===== src/rtl/restart_pkg.sv =====
package restart_pkg;
  typedef struct packed {
    logic capExc;
    logic capErr;
    logic ldBase;
    logic goBoot;
    logic goResume;
    logic goJump;
  } ctlStrb_t;

  localparam logic signed [31:0] BOOT_LO = 32'shBFC00000;
endpackage


===== src/rtl/restart_ctl.sv =====
module restart_ctl
  import restart_pkg::*;
(
  input  logic     excStrobe,
  input  logic     softRst,
  input  logic     eretStrobe,
  input  logic     jmpStrobe,
  input  logic     baseWe,
  output ctlStrb_t strb
);
  always_comb begin
    strb.capExc   = excStrobe;
    strb.capErr   = softRst;
    strb.ldBase   = baseWe;
    strb.goBoot   = softRst;
    strb.goResume = eretStrobe & ~softRst;
    strb.goJump   = jmpStrobe & ~softRst & ~eretStrobe;
  end
endmodule


===== src/rtl/restart_dp.sv =====
module restart_dp
  import restart_pkg::*;
#(
  parameter int AW = 32
) (
  input  logic          clk,
  input  logic          rstN,
  input  ctlStrb_t      strb,
  input  logic [AW-1:0] pcIn,
  input  logic          dlySlot,
  input  logic          brShort,
  input  logic          isaMode,
  input  logic [AW-1:0] jmpTarget,
  input  logic [AW-1:0] baseData,
  output logic [AW-1:0] restartPc,
  output logic [AW-1:0] errorPc,
  output logic [AW-1:0] fetchPc,
  output logic          modeOut,
  output logic          slotClr
);
  localparam logic [AW-1:0] BOOT_VEC = AW'(BOOT_LO);

  logic [AW-1:0] baseReg;
  logic [AW-1:0] backStep;
  logic [AW-1:0] excAddr;
  logic [AW-1:0] errAddr;

  always_comb begin
    if (!dlySlot)     backStep = '0;
    else if (brShort) backStep = AW'(2);
    else              backStep = AW'(4);
    excAddr = {pcIn[AW-1:1], isaMode} - backStep;
    errAddr = {pcIn[AW-1:1], 1'b0} - backStep;
  end

  always_ff @(posedge clk or negedge rstN) begin
    if (!rstN) begin
      baseReg   <= BOOT_VEC;
      restartPc <= '0;
      errorPc   <= '0;
      fetchPc   <= BOOT_VEC;
      modeOut   <= 1'b0;
      slotClr   <= 1'b0;
    end else begin
      if (strb.ldBase) baseReg <= baseData;
      if (strb.capExc) restartPc <= excAddr;
      if (strb.capErr) errorPc <= errAddr;
      slotClr <= strb.goResume;
      if (strb.goBoot) begin
        fetchPc <= {baseReg[AW-1:1], 1'b0};
        modeOut <= 1'b0;
      end else if (strb.goResume) begin
        fetchPc <= {restartPc[AW-1:1], 1'b0};
        modeOut <= restartPc[0];
      end else if (strb.goJump) begin
        fetchPc <= {jmpTarget[AW-1:1], 1'b0};
        modeOut <= jmpTarget[0];
      end
    end
  end
endmodule


===== src/rtl/restart_addr_unit.sv =====
module restart_addr_unit
  import restart_pkg::*;
#(
  parameter int AW = 32
) (
  input  logic          clk,
  input  logic          rstN,
  input  logic [AW-1:0] pcIn,
  input  logic          dlySlot,
  input  logic          brShort,
  input  logic          isaMode,
  input  logic          excStrobe,
  input  logic          softRst,
  input  logic          eretStrobe,
  input  logic          jmpStrobe,
  input  logic [AW-1:0] jmpTarget,
  input  logic          baseWe,
  input  logic [AW-1:0] baseData,
  output logic [AW-1:0] restartPc,
  output logic [AW-1:0] errorPc,
  output logic [AW-1:0] fetchPc,
  output logic          modeOut,
  output logic          slotClr
);
  ctlStrb_t strb;

  restart_ctl u_ctl (
    .excStrobe (excStrobe),
    .softRst   (softRst),
    .eretStrobe(eretStrobe),
    .jmpStrobe (jmpStrobe),
    .baseWe    (baseWe),
    .strb      (strb)
  );

  restart_dp #(.AW(AW)) u_dp (
    .clk      (clk),
    .rstN     (rstN),
    .strb     (strb),
    .pcIn     (pcIn),
    .dlySlot  (dlySlot),
    .brShort  (brShort),
    .isaMode  (isaMode),
    .jmpTarget(jmpTarget),
    .baseData (baseData),
    .restartPc(restartPc),
    .errorPc  (errorPc),
    .fetchPc  (fetchPc),
    .modeOut  (modeOut),
    .slotClr  (slotClr)
  );
endmodule


===== config.mk =====
export PLATFORM = sky130hd
export DESIGN_NAME = restart_addr_unit
export DESIGN_NICKNAME = d
export VERILOG_FILES = /design/src/rtl/restart_pkg.sv /design/src/rtl/restart_ctl.sv /design/src/rtl/restart_dp.sv /design/src/rtl/restart_addr_unit.sv
export SDC_FILE = /design/constraint.sdc
export NUM_CORES = 1
export LEC_CHECK = 0
export BUFFER_PORTS_ARGS = -buffer_cell sky130_fd_sc_hd__buf_2
export CORE_MARGIN = 2
export CORE_UTILIZATION = 54
export DETAILED_ROUTE_END_ITERATION = 6
export PLACE_DENSITY = 0.85
export SLEW_MARGIN = 10
export SYNTH_ARGS = -nofsm -noshare
export SYNTH_HDL_FRONTEND = slang
export SYNTH_SLANG_ARGS = --single-unit

===== constraint.sdc =====
create_clock -name clk -period 2.58 [get_ports clk]
set_clock_uncertainty 0.05 [all_clocks]
set_input_delay 0.645 -clock clk [delete_from_list [all_inputs] [get_ports clk]]
set_output_delay 0.645 -clock clk [all_outputs]
set_load 0.1 [all_outputs]

==> results of run 1 <==
## sequential cells by signal (all words and copies together) (netlist names)
signal and flops:
u_dp.slotClr 1, u_dp.errorPc 31, u_dp.restartPc 32, u_dp.fetchPc 31
u_dp.modeOut 1, u_dp.baseReg 31
## cells by family (layout without fill, tap and decap cells)
group | after synthesis | in the layout
simple gates | 179 | 179
flops | 127 | 127
compound gates | 122 | 122
mux | 68 | 68
buf+inv | 46 | 256
xor+xnor | 28 | 28
fa+ha+maj | 3 | 3
other cells | 1 | 2
## area by class of cell
class | instances | area, µm²
Clock buffer | 26 | 498
Multi-Input combinational cell | 402 | 2480
Inverter | 8 | 30.0
Clock inverter | 6 | 82.6
Sequential cell | 127 | 3200
Timing Repair Buffer | 216 | 1200
Tap cell | 140 | 175
Fill cell | 789 | 3030
## power breakdown
part / leakage, µW / switching, µW / internal [µW]
sequential: 0.00144 / 133 / 2220
combinational: 0.00184 / 1590 / 375
clock: 0.000285 / 817 / 1500
## worst paths after layout
check                                          to  depth (start not counted)        startpoint  slack (ns)
worst max register to register   u_dp.fetchPc[29]                          4  u_dp.fetchPc[29]        1.50
max in group asynchronous       u_dp.restartPc[6]                          2              rstN        1.82
worst min-delay path             u_dp.fetchPc[21]                          2              rstN        0.21
worst max-delay path             u_dp.errorPc[31]                          9           brShort        0.31
worst min register to register   u_dp.fetchPc[14]                          2  u_dp.baseReg[14]        0.44
min in group clk                  u_dp.baseReg[5]                          2       baseData[5]        0.31
## cells in the mapped netlist (6+ instances only)
cell	n	share of area
xnor2_1	24	0.036
mux2i_1	36	0.061
o21ai_0	32	0.027
inv_1	8	0.0051
buf_1	9	0.0058
dfstp_2	18	0.081
mux2_2	32	0.061
dfrtp_1	109	0.47
nor2_1	99	0.063
nor3_1	8	0.0068
or3_1	6	0.0064
nand2_1	33	0.021
clkbuf_1	26	0.017
a21oi_1	90	0.077
nor4_1	11	0.012
## through the flow
step           setup TNS, ns  instances
5_1_grt                    0        925
6_report                   0        925
3_5_place_dp          -0.849        893
2_1_floorplan              0        575
4_1_cts                    0        925
3_3_place_gp          -0.404        893
## routing by layer
| layer | vias to the layer above | part of all wire | GRT usage |
|---|---|---|---|
| met5 | - | 0 | 0 |
| met4 | 0 | 0.019 | 0.106 |
| met3 | 26 | 0.068 | 0.0675 |
| met2 | 198 | 0.50 | 0.449 |
| met1 | 2430 | 0.41 | 0.323 |
| li1 | 2352 | - | - |
## worst max-delay path: cells and delay by family
family | cells | cell delay, ns
compound gates | 1 | 0.13
xor+xnor | 1 | 0.22
simple gates | 4 | 1.14
fa+ha+maj | 2 | 0.40
buf+inv | 1 | 0.08
==> impl_metrics.tcl, run 1 <==
set metrics [dict create \
    power_density_mw_per_mm2 866 \
    setup_viol 0 \
    synth_top_family_by_area "simple AND/OR/NAND/NOR gates" \
    yosys_warnings 0 \
    crit_path_top_delay_cell "nor4_1" \
    ys_types 35 \
    fp.dieW_um 108 \
    cpPeakStageDelay_ns 0.48 \
    num_io_pins 204 \
    slew_viol_final 0 \
    fin_crit_ns 2.27 \
    clk_pin_slew_ns 0.06 \
    die_area_mm2 0.0117 \
    clock_latency_ns 0.51 \
    grt_overflow 0 \
    fin_nets 881 \
    port_buffers 199 \
    cap_violations 0 \
    drtIter0Drc 191 \
    total_power_uw 6640 \
    fin_area_mm2 0.00767 \
    outcome "completed" \
    cts.repair.resized 0 \
    clockRootBuffer "clkbuf_8" \
    syn_area_mm2 0.00586 \
    row_count 38 \
    slew_headroom 0.562 \
    post-route-period-util 0.881 \
    final_antenna_net_count 0 \
    place_area_mm2 0.00709 \
    place_hpwl_um 10500 \
    synth_compound_area_frac 0.104 \
    final.setup.worst_slack_ns 0.307 \
    area_growth_pct 30.8 \
    arrival_ns 2.61 \
    numCtsBuffers 17 \
    crit_path_end_kind "register" \
    firstDrtPassIters 4 \
    antennaDiodeCount 0 \
    grt_pass1_vias 4961 \
    die_y_um 108 \
    holdWs_ns 0.205 \
    seq_area_frac_synth 0.546 \
    grt_setup_unrepaired "no" \
    crit_path_start_kind "input pin" \
    crit_chain "buf_2, and2_1, ha_1, fa_1, nand2b_1, or3_4, nor4_1, xnor2_1, a21oi_1" \
    synth_fa_ha_area_frac 0.00768 \
    hold_class "in2async" \
    num_vias 5006 \
    routabilityCongestion 0.787 \
    synth-main-ff-cell "dfrtp_1" \
    hold_viol 0 \
    post-place-ws_ns -0.0992 \
    worstMarginPinSlew_ns 0.657 \
    ctsHoldBuffers 0 \
    avgSynthCellArea_um2 10.2 \
    htree_levels 4 \
    wire_per_inst_um 16.5 \
    yosys-mux-area-fraction 0.123 \
    grt_antenna_before_repair 0 \
    ys_seq_elements 127 \
    grt_max_degree 128 \
    cp_max_fo 10 \
    worst-setup-path-type "in2reg" \
    routed_wl_um 15300 \
    clock_path_buffers 2 \
    synth_xor_area_frac 0.0418 \
    drive_above_1_share 0.386 \
    power_leakage_uw 0.00357 \
    cts_tree "built" \
    async_flop_share 1.00 \
    layout_common_cells "buf_2 (197), dfrtp_1 (109), nor2_1 (99), a21oi_1 (90), mux2i_1 (36)" \
    ir_worst_vdd_mv 0.475 \
    netlist_instances 574 \
    grt_usage 0.264 \
    layout_commonest_cell "buf_2" \
    start_util 0.548 \
    synth_edf_count 0 \
    synth-simple-area-share 0.145 \
    core-area_mm2 0.0107 \
    grt_pass1_wl_um 23900 \
    final_util 0.717 \
    clock.fmax_mhz 440 \
    cts.sink_count 127 \
    critPathRequiredTime_ns 2.92 \
    drc_errors 0 \
    cts_setup_buffers 0 \
    via_per_inst 5.41 \
]
No activity file was read; power rests on OpenSTA's default activity.
==> run 2, diff against run 1 <==
Settings changed: GPL_TIMING_DRIVEN from default to 0.
==> run 2 against run 1 <==
  * First-iteration DRC count up 75%
  * Sequential share of layout area grew 0.10 points
  * Clock power is 4% higher
  * Sequential power about the same
  * Non-clock buffer count up 18
  * Register-to-register slack got worse by 0.07 ns
  * Final cell count is 1.9% higher
==> impl_metrics.tcl, run 2 (same netlist as run 1, synthesis figures left out) <==
set metrics [dict create \
    multi_input_area_mm2 0.00248 \
    clk_pin_slew_ns 0.06 \
    row_count 38 \
    cts.sink_count 127 \
    layout_common_cells "buf_2 (194), dfrtp_1 (109), nor2_1 (99), a21oi_1 (90), mux2i_1 (36)" \
    dp.cells 911 \
    num_vias 5291 \
    grt_overflow 0 \
    grt_pass1_wl_um 25900 \
    slew_headroom 0.417 \
    arrival_ns 2.62 \
    final_antenna_net_count 0 \
    htree_levels 4 \
    start_util 0.548 \
    top_register "u_dp.restartPc" \
    die_y_um 108 \
    worstMarginPinSlew_ns 0.875 \
    grt_usage 0.294 \
    layout_commonest_cell "buf_2" \
    clock_path_buffers 2 \
    crit_path_end_kind "register" \
    p_comb_frac 0.293 \
    firstDrtPassIters 5 \
    cts.repair.resized 0 \
    critPathRequiredTime_ns 2.91 \
    drive_above_1_share 0.359 \
    routed_wl_um 16800 \
    clockRootBuffer "clkbuf_8" \
    fillers 776 \
    largest_reg_flops 32 \
    grt_pass1_vias 5318 \
    seq_area_mm2 0.00320 \
    area_growth_pct 30.5 \
    slew_viol_final 0 \
    post-place-ws_ns -0.152 \
    setup_viol 0 \
    grt_antenna_before_repair 0 \
    grt_setup_unrepaired "no" \
    switching_share 0.387 \
    power_density_mw_per_mm2 881 \
    internal-power_uw 4130 \
    cp_max_fo 8 \
    core-area_mm2 0.0107 \
    fin_nets 899 \
    layoutNonFillerInstCount 943 \
    fin_crit_ns 2.29 \
    worst-setup-path-type "in2reg" \
    clock_latency_ns 0.52 \
    via_per_inst 5.61 \
    wire_per_inst_um 17.8 \
    antennaDiodeCount 0 \
    fp.dieW_um 108 \
    final.setup.worst_slack_ns 0.288 \
    p_sw_uw 2610 \
    tns_ns 0 \
    crit_path_start_kind "input pin" \
    post-route-period-util 0.888 \
    power_leakage_uw 0.00351 \
    die_area_mm2 0.0117 \
    drtIter0Drc 335 \
    power_frac_seq 0.349 \
    drc_errors 0 \
    numCtsBuffers 17 \
    cap_violations 0 \
    hold_viol 0 \
    ir_worst_vdd_mv 0.531 \
    clkPwrFrac 0.357 \
    ctsHoldBuffers 0 \
    cts_tree "built" \
    grt_max_degree 73 \
    outcome "completed" \
    hold_class "in2async" \
    port_buffers 195 \
    place_hpwl_um 11900 \
    cts_setup_buffers 0 \
    routabilityCongestion 0.867 \
    num_io_pins 204 \
    clock.fmax_mhz 436 \
]
run 2: cell types whose count changed in the layout (fill, tap and decap cells not counted):
| cell | delta |
|---|---|
| clkinvlp_4 | +3 |
| buf_2 | -3 |
| buf_12 | -6 |
| clkbuf_1 | +24 |
| clkbuf_8 | -2 |
| buf_6 | +2 |
| bufinv_16 | +1 |
| buf_4 | -11 |
| buf_1 | +9 |
| buf_16 | +1 |
run 2: power by group through the flow:
stage                     clock [µW]  combinational [µW]  sequential (µW)
final                           2410                1980             2360
after global routing            2520                2070             2370
after CTS                       2420                1980             2350
after detailed placement           0                1970             2380
after global placement             0                1940             2370
after floorplan                    0                 376             3530
run 2: area by class of cell:
| type | instances | area share |
|---|---|---|
| flip-flops and latches | 127 | 0.418 |
| multi-input cells | 402 | 0.324 |
| repair buffers | 196 | 0.132 |
| clock buffers | 22 | 0.0605 |
| well taps | 140 | 0.0229 |
| plain buffers | 38 | 0.0206 |
| clock inverters | 10 | 0.0177 |
| inverters | 8 | 0.00392 |
run 2: critical path, stage by stage:
cell and delay, ns:
buf_2 0.11, nand2b_1 0.16, ha_1 0.28, nand2b_1 0.14, nand4_1 0.38, nor4_1 0.56
xnor2_1 0.22, a21oi_1 0.11
run 2: stage by stage:
| step | total power [µW] | hold slack (ns) | area (µm²) | utilization |
|---|---|---|---|---|
| after CTS | 6760 | 0.0416 | 7650 | 0.715 |
| after floorplan | 3910 | 0.299 | 5870 | - |
| after global placement | 4310 | 0.410 | 7020 | 0.656 |
| after detailed placement | 4350 | 0.417 | 7050 | 0.659 |
| final | 6740 | 0.0291 | 7650 | 0.715 |
| after global routing | 6960 | 0.0631 | 7650 | 0.715 |
run 2: metal layers:
| metal | global-route usage | part of all wire |
|---|---|---|
| met5 | 0 | 0 |
| met3 | 0.0886 | 0.089 |
| met1 | 0.354 | 0.39 |
| met4 | 0.139 | 0.029 |
| met2 | 0.485 | 0.49 |
run 2: path summary, 6_finish.rpt:
path / start / to / slack, ns / depth (start not counted)
setup / recovery: brShort / u_dp.errorPc[24] / 0.29 / 8
hold / removal: rstN / u_dp.fetchPc[21] / 0.03 / 1
setup reg to reg: u_dp.fetchPc[23] / u_dp.fetchPc[23] / 1.43 / 4
hold reg to reg: u_dp.baseReg[14] / u_dp.fetchPc[14] / 0.43 / 2
max in group asynchronous: rstN / u_dp.fetchPc[28] / 1.70 / 2
min in group clk: baseData[25] / u_dp.baseReg[25] / 0.31 / 2
